==> config.mk <==
export PLATFORM = sky130hd
export DESIGN_NAME = lpm_ctrl
export DESIGN_NICKNAME = d
export VERILOG_FILES = /design/src/rtl/lpm_pkg.sv /design/src/rtl/lpm_req_arb.sv /design/src/rtl/lpm_timer.sv /design/src/rtl/lpm_out_reg.sv /design/src/rtl/lpm_ctrl.sv
export SDC_FILE = /design/constraint.sdc
export NUM_CORES = 1
export LEC_CHECK = 0
export BUFFER_PORTS_ARGS = -buffer_cell sky130_fd_sc_hd__buf_2
export CAP_MARGIN = 5
export CORE_MARGIN = 4
export CORE_UTILIZATION = 58
export CTS_CLUSTER_DIAMETER = 60
export DETAILED_ROUTE_END_ITERATION = 10
export GPL_TIMING_DRIVEN = 1
export PLACE_DENSITY = 0.8
export SETUP_SLACK_MARGIN = 0.4
export SLEW_MARGIN = 20
export SYNTH_ARGS = -nofsm -noshare
export SYNTH_HDL_FRONTEND = slang
export SYNTH_SLANG_ARGS = --single-unit
==> constraint.sdc <==
create_clock -name clk -period 4.2 [get_ports clk]
set_clock_uncertainty 0.15 [all_clocks]
set_input_delay 0.42 -clock clk [delete_from_list [all_inputs] [get_ports clk]]
set_output_delay 0.42 -clock clk [all_outputs]
set_load 0.01 [all_outputs]
==> src/rtl/lpm_pkg.sv <==
package lpm_pkg;

  typedef enum logic [2:0] {
    ST_RUN    = 3'd0,
    ST_IDLE   = 3'd1,
    ST_PDOWN  = 3'd2,
    ST_PDRST  = 3'd3,
    ST_PDSET  = 3'd4,
    ST_RUNOFF = 3'd5,
    ST_RSTH   = 3'd6
  } lpm_state_e;

  typedef enum logic [1:0] {
    REQ_NONE  = 2'd0,
    REQ_IDLE  = 2'd1,
    REQ_PDOWN = 2'd2
  } lpm_req_e;

  typedef struct packed {
    logic cpu_clk_en;
    logic per_clk_en;
    logic osc_en;
    logic sfr_rst;
    logic ram_wr_inhibit;
  } lpm_ctl_t;

  function automatic lpm_ctl_t ctl_for(lpm_state_e s);
    lpm_ctl_t c;
    case (s)
      ST_RUN:    c = '{1'b1, 1'b1, 1'b1, 1'b0, 1'b0};
      ST_IDLE:   c = '{1'b0, 1'b1, 1'b1, 1'b0, 1'b0};
      ST_PDOWN:  c = '{1'b0, 1'b0, 1'b0, 1'b0, 1'b0};
      ST_PDRST:  c = '{1'b0, 1'b0, 1'b1, 1'b1, 1'b0};
      ST_PDSET:  c = '{1'b0, 1'b0, 1'b1, 1'b1, 1'b0};
      ST_RUNOFF: c = '{1'b1, 1'b1, 1'b1, 1'b0, 1'b1};
      ST_RSTH:   c = '{1'b1, 1'b1, 1'b1, 1'b1, 1'b0};
      default:   c = '{1'b1, 1'b1, 1'b1, 1'b0, 1'b0};
    endcase
    return c;
  endfunction

endpackage

==> src/rtl/lpm_req_arb.sv <==
module lpm_req_arb
  import lpm_pkg::*;
(
  input  logic     req_idle,
  input  logic     req_pdown,
  output lpm_req_e req
);

  always_comb begin
    if (req_pdown)     req = REQ_PDOWN;
    else if (req_idle) req = REQ_IDLE;
    else               req = REQ_NONE;
  end

  always_comb begin
    if (req_pdown) AST_PDOWN_WINS: assert (req == REQ_PDOWN);
  end

endmodule

==> src/rtl/lpm_timer.sv <==
module lpm_timer #(
  parameter int CW = 8
) (
  input  logic          clk,
  input  logic          rst,
  input  logic          load,
  input  logic [CW-1:0] load_val,
  input  logic          dec,
  output logic          done
);

  logic [CW-1:0] cnt;

  always_ff @(posedge clk) begin
    if (rst)       cnt <= '0;
    else if (load) cnt <= load_val;
    else if (dec)  cnt <= cnt - 1'b1;
  end

  assign done = (cnt == '0);

  AST_NO_UNDERFLOW: assert property (@(posedge clk) disable iff (rst)
    (dec && !load && cnt == '0) |=> 1'b0);

endmodule

==> src/rtl/lpm_out_reg.sv <==
module lpm_out_reg
  import lpm_pkg::*;
(
  input  logic       clk,
  input  logic       rst,
  input  lpm_state_e state_nxt,
  input  logic       wake_nxt,
  output lpm_ctl_t   ctl,
  output logic       irq_wake
);

  always_ff @(posedge clk) begin
    if (rst) begin
      ctl      <= ctl_for(ST_RUN);
      irq_wake <= 1'b0;
    end else begin
      ctl      <= ctl_for(state_nxt);
      irq_wake <= wake_nxt;
    end
  end

  AST_WAKE_ONE_CYCLE: assert property (@(posedge clk) disable iff (rst)
    irq_wake |=> !irq_wake);
  AST_WAKE_NO_SFR: assert property (@(posedge clk) disable iff (rst)
    irq_wake |-> (!ctl.sfr_rst && ctl.cpu_clk_en));
  AST_INHIBIT_EXCL: assert property (@(posedge clk) disable iff (rst)
    ctl.ram_wr_inhibit |-> (!ctl.sfr_rst && ctl.cpu_clk_en));
  AST_OSC_OFF_ALL_OFF: assert property (@(posedge clk) disable iff (rst)
    !ctl.osc_en |-> (!ctl.cpu_clk_en && !ctl.per_clk_en));

endmodule

==> src/rtl/lpm_ctrl.sv <==
module lpm_ctrl
  import lpm_pkg::*;
#(
  parameter int MC_CLKS    = 12,
  parameter int RUNOFF_MC  = 2,
  parameter int SETTLE_CYC = 64
) (
  input  logic clk,
  input  logic rst,
  input  logic req_idle,
  input  logic req_pdown,
  input  logic irq_pend,
  input  logic ext_reset,
  output logic cpu_clk_en,
  output logic per_clk_en,
  output logic osc_en,
  output logic sfr_rst,
  output logic ram_wr_inhibit,
  output logic irq_wake
);

  localparam int RUNOFF_CYC = MC_CLKS * RUNOFF_MC;
  localparam int MAXV       = (RUNOFF_CYC > SETTLE_CYC) ? RUNOFF_CYC : SETTLE_CYC;
  localparam int CW         = $clog2(MAXV + 1);
  localparam logic [CW-1:0] RUNOFF_LD = CW'(RUNOFF_CYC - 1);
  localparam logic [CW-1:0] SETTLE_LD = CW'(SETTLE_CYC - 1);

  lpm_state_e    state, state_nxt;
  lpm_req_e      req;
  lpm_ctl_t      ctl;
  logic          wake_nxt;
  logic          t_load, t_dec, t_done;
  logic [CW-1:0] t_val;

  lpm_req_arb u_arb (
    .req_idle (req_idle),
    .req_pdown(req_pdown),
    .req      (req)
  );

  lpm_timer #(.CW(CW)) u_tmr (
    .clk     (clk),
    .rst     (rst),
    .load    (t_load),
    .load_val(t_val),
    .dec     (t_dec),
    .done    (t_done)
  );

  always_comb begin
    state_nxt = state;
    wake_nxt  = 1'b0;
    t_load    = 1'b0;
    t_val     = '0;
    t_dec     = 1'b0;
    case (state)
      ST_RUN: begin
        if (ext_reset)              state_nxt = ST_RSTH;
        else if (req == REQ_PDOWN)  state_nxt = ST_PDOWN;
        else if (req == REQ_IDLE)   state_nxt = ST_IDLE;
      end
      ST_IDLE: begin
        if (ext_reset) begin
          state_nxt = ST_RUNOFF;
          t_load    = 1'b1;
          t_val     = RUNOFF_LD;
        end else if (irq_pend) begin
          state_nxt = ST_RUN;
          wake_nxt  = 1'b1;
        end
      end
      ST_PDOWN: begin
        if (ext_reset) state_nxt = ST_PDRST;
      end
      ST_PDRST: begin
        if (!ext_reset) begin
          state_nxt = ST_PDSET;
          t_load    = 1'b1;
          t_val     = SETTLE_LD;
        end
      end
      ST_PDSET: begin
        if (ext_reset)   state_nxt = ST_PDRST;
        else if (t_done) state_nxt = ST_RUN;
        else             t_dec     = 1'b1;
      end
      ST_RUNOFF: begin
        if (t_done) state_nxt = ST_RSTH;
        else        t_dec     = 1'b1;
      end
      ST_RSTH: begin
        if (!ext_reset) state_nxt = ST_RUN;
      end
      default: state_nxt = ST_RUN;
    endcase
  end

  always_ff @(posedge clk) begin
    if (rst) state <= ST_RUN;
    else     state <= state_nxt;
  end

  lpm_out_reg u_out (
    .clk      (clk),
    .rst      (rst),
    .state_nxt(state_nxt),
    .wake_nxt (wake_nxt),
    .ctl      (ctl),
    .irq_wake (irq_wake)
  );

  assign cpu_clk_en     = ctl.cpu_clk_en;
  assign per_clk_en     = ctl.per_clk_en;
  assign osc_en         = ctl.osc_en;
  assign sfr_rst        = ctl.sfr_rst;
  assign ram_wr_inhibit = ctl.ram_wr_inhibit;

  AST_PDOWN_HOLDS: assert property (@(posedge clk) disable iff (rst)
    (state == ST_PDOWN && !ext_reset) |=> (state == ST_PDOWN));
  AST_PDOWN_CLOCKS_OFF: assert property (@(posedge clk) disable iff (rst)
    (state == ST_PDOWN) |-> (!osc_en && !cpu_clk_en));
  AST_IDLE_RESET_NO_WAKE: assert property (@(posedge clk) disable iff (rst)
    (state == ST_IDLE && ext_reset) |=> !irq_wake);
  AST_RSTH_SFR: assert property (@(posedge clk) disable iff (rst)
    (state == ST_RSTH) |-> (sfr_rst && !ram_wr_inhibit));

endmodule

==> metrics.yaml <==
cts:
  ctsHtreeMaxLevel: 1
  cts_root_buffer: "clkbuf_4"
  post_cts_buffers: 0
  cts_buffer_depth: 2
  numCtsBuffers: 3
  clk_pin_slew_ps: 90
  clk-insertion-delay-late_ps: 280
  ctsResizeCount: 0
  ctsHoldBuffers: 0
  cts_tree: "done"
  cts_sinks: 16
route:
  drc: 0
  finalWirelength_mm: 1.90
  final_antenna_net_count: 0
  num_vias: 841
  drt_iter0_markers: 35
  vias_per_cell: 6.37
  wl_per_cell_um: 14.4
  firstDrtPassIters: 4
timing:
  rsz0062_at_grt: "no"
  worst_slack_ps: 2090
  fin_tns_setup_ps: 0
  period_needed_ps: 2110
  slew_violations: 0
  slew_headroom_pct: 60.9
  holdWs_ps: 255
  max_clock_freq_mhz: 474
  tightest_slew_ps: 583
  setup_viol: 0
  period_share_pct: 50.3
  finalHoldViolations: 0
floorplan:
  die_area_um2: 2170
  start_util_pct: 63.9
  rows: 13
  core_area_um2: 1350
  ios: 12
  die_w_um: 46.6
  die_h_um: 46.6
power:
  peakVddDrop_mv: 0.332
  finalPower_mw: 0.474
  power-per-cell-area_nw_per_um2: 498
  leakage_nw: 0.372
critical_path:
  r2r_start: "u_tmr.cnt[2]$_SDFFE_PP0P_"
  required_ps: 4240
  cpPeakStageDelay_ps: 670
  path_delay_family: "simple AND/OR/NAND/NOR gates"
  timing_worst_setup_path_type: "flop to flop"
  reg2reg_to: "u_tmr.cnt[1]$_SDFFE_PP0P_"
  ff2ff_path_depth: 4
  slowest_stage: "or4_1"
  startpoint_type: "flop"
  worst_setup_path_end_kind: "flop"
  critPathMaxFanout: 7
  critPathArrivalTime_ps: 2150
  cp_cell_sequence: "or4_1 > nor3_1 > o21ai_1 > a311oi_1"
  rrSetupSlack_ps: 2090
  critPathBufInv: 0
grt:
  grt_pass1_wl_mm: 3.34
  antenna_found_initial: 0
  overflow: 0
  grt_max_degree: 17
  grt_pass1_vias: 746
  grtUsageTotal_pct: 21.9
synth:
  synth.avg_cell_area_um2: 8.06
  synth_nets: 114
  netlist.top_cell.by_area: "dfxtp_1"
  synth_common_cells: "dfxtp_1 (16), nand2_1 (9), a21oi_1 (8), nor2_1 (7)"
  ys.flop_type: "dfxtp_1"
  synthTopCellsByArea: "dfxtp_1 (37%), a21oi_1 (4.6%), nor2b_1 (4.4%)"
  synth_most_common_cell: "dfxtp_1"
  seq_area_frac_synth_pct: 37.2
  synth_area_um2: 862
  yosysWarnings: 0
  synthArstFlopShare_pct: 0
  ys_ff_latch: 16
  yosysTopAreaCellShare_pct: 37.2
  ys_types: 38
  syn_inst: 107
  synth_edf_count: 0
placed_design:
  postPlaceCellArea_um2: 915
  hpwl_mm: 1.41
  gp_congestion: 0.897
  dp_slack_ps: 2130
  numPortBuffers: 11
final_layout:
  drive_gt1_share_pct: 15.4
  syn2layout_area_growth_pct: 10.3
  final_area_um2: 951
  nets: 125
  diodes: 0
worst_hold_path:
  hold_path_class: "input pin to flop"
  worstHoldPathCells: 2
  min_from: "irq_pend"
  hold_end: "u_out.irq_wake$_SDFF_PP0_"
outcome:
  outcome: "finished clean"
job:
  max_cap_viol_count: 0
logic make-up (layout without fill, tap and decap cells):
| logic type | Yosys count | count (layout) | share of synthesized area (%) |
|---|---|---|---|
| DFF | 16 | 16 | 37.2 |
| AOI/OAI and AO/OA | 34 | 34 | 27.3 |
| xor gates and xnor gates | 3 | 3 | 3.05 |
| and+or+nand+nor | 41 | 41 | 25.5 |
| adders and majority gates | 1 | 1 | 1.45 |
| buffers and inverters | 12 | 22 | 5.51 |
through the flow:
step                      cells  utilization [%]
final                       132             70.4
after global routing        132             70.4
after CTS                   132             70.4
after detailed placement    128             67.7
after global placement      128             67.7
after floorplan             107                -
sequential cells by signal, summed over array words and instances, names as in the netlist:
register,cells
u_out.ctl,5
state,3
u_tmr.cnt,7
u_out.irq_wake,1
layer usage:
layer	part of all wire [%]	wire [µm]	up-vias	track usage, %
met2	44	841	39	31.6
met1	47	886	385	30.6
met4	1.8	35	0	13.1
met5	0	0	-	0
li1	-	-	413	-
met3	7.4	140	4	2.73
power breakdown:
part | switching (mW) | internal (mW) | leakage (nW)
Clock | 0.0468 | 0.0527 | 0.0210
Sequential | 0.0280 | 0.176 | 0.132
Combinational | 0.0990 | 0.0713 | 0.220
layout make-up:
type	instances	area, µm²
fillers	106	399
repair buffers	11	55.1
clock buffers	4	36.3
well taps	15	18.8
multi-input cells	79	494
inverters	7	26.3
flip-flops and latches	16	320
cells in the final DEF, fill, tap and decap left out, drive strengths merged, types with 2 or more instances in the layout:
cell type,netlist,final
a21oi,8,8
a211oi,3,3
nor3,5,5
nand2b,2,2
clkbuf,3,4
a311oi,2,2
buf,2,11
inv,7,7
or4,3,3
dfxtp,16,16
nor2b,6,6
nand2,9,9
a21o,2,2
xnor2,2,2
a31oi,3,3
o21ai,6,6
nor2,7,7
or3,3,3
o21a,2,2
worst reg2reg max path: cells and delay by family, from the launching register on:
family / cells / cell delay [ps]
AOI/OAI and AO/OA: 2 / 530
DFF: 1 / 360
and+or+nand+nor: 2 / 980
worst max-delay path by stage:
stage                               from                         to  slack (ps)  cells past startpoint
2_1_floorplan  u_tmr.cnt[2]$_SDFFE_PP0P_    u_out.ctl[2]$_SDFF_PP1_        2290                      6
3_3_place_gp   u_tmr.cnt[2]$_SDFFE_PP0P_    u_out.ctl[2]$_SDFF_PP1_        2140                      5
3_5_place_dp   u_tmr.cnt[2]$_SDFFE_PP0P_  u_tmr.cnt[1]$_SDFFE_PP0P_        2130                      4
4_1_cts        u_tmr.cnt[2]$_SDFFE_PP0P_  u_tmr.cnt[1]$_SDFFE_PP0P_        2100                      4
5_1_grt        u_tmr.cnt[2]$_SDFFE_PP0P_  u_tmr.cnt[1]$_SDFFE_PP0P_        1940                      4
6_report       u_tmr.cnt[2]$_SDFFE_PP0P_  u_tmr.cnt[1]$_SDFFE_PP0P_        2090                      4
No activity file was read; power rests on OpenSTA's default activity.
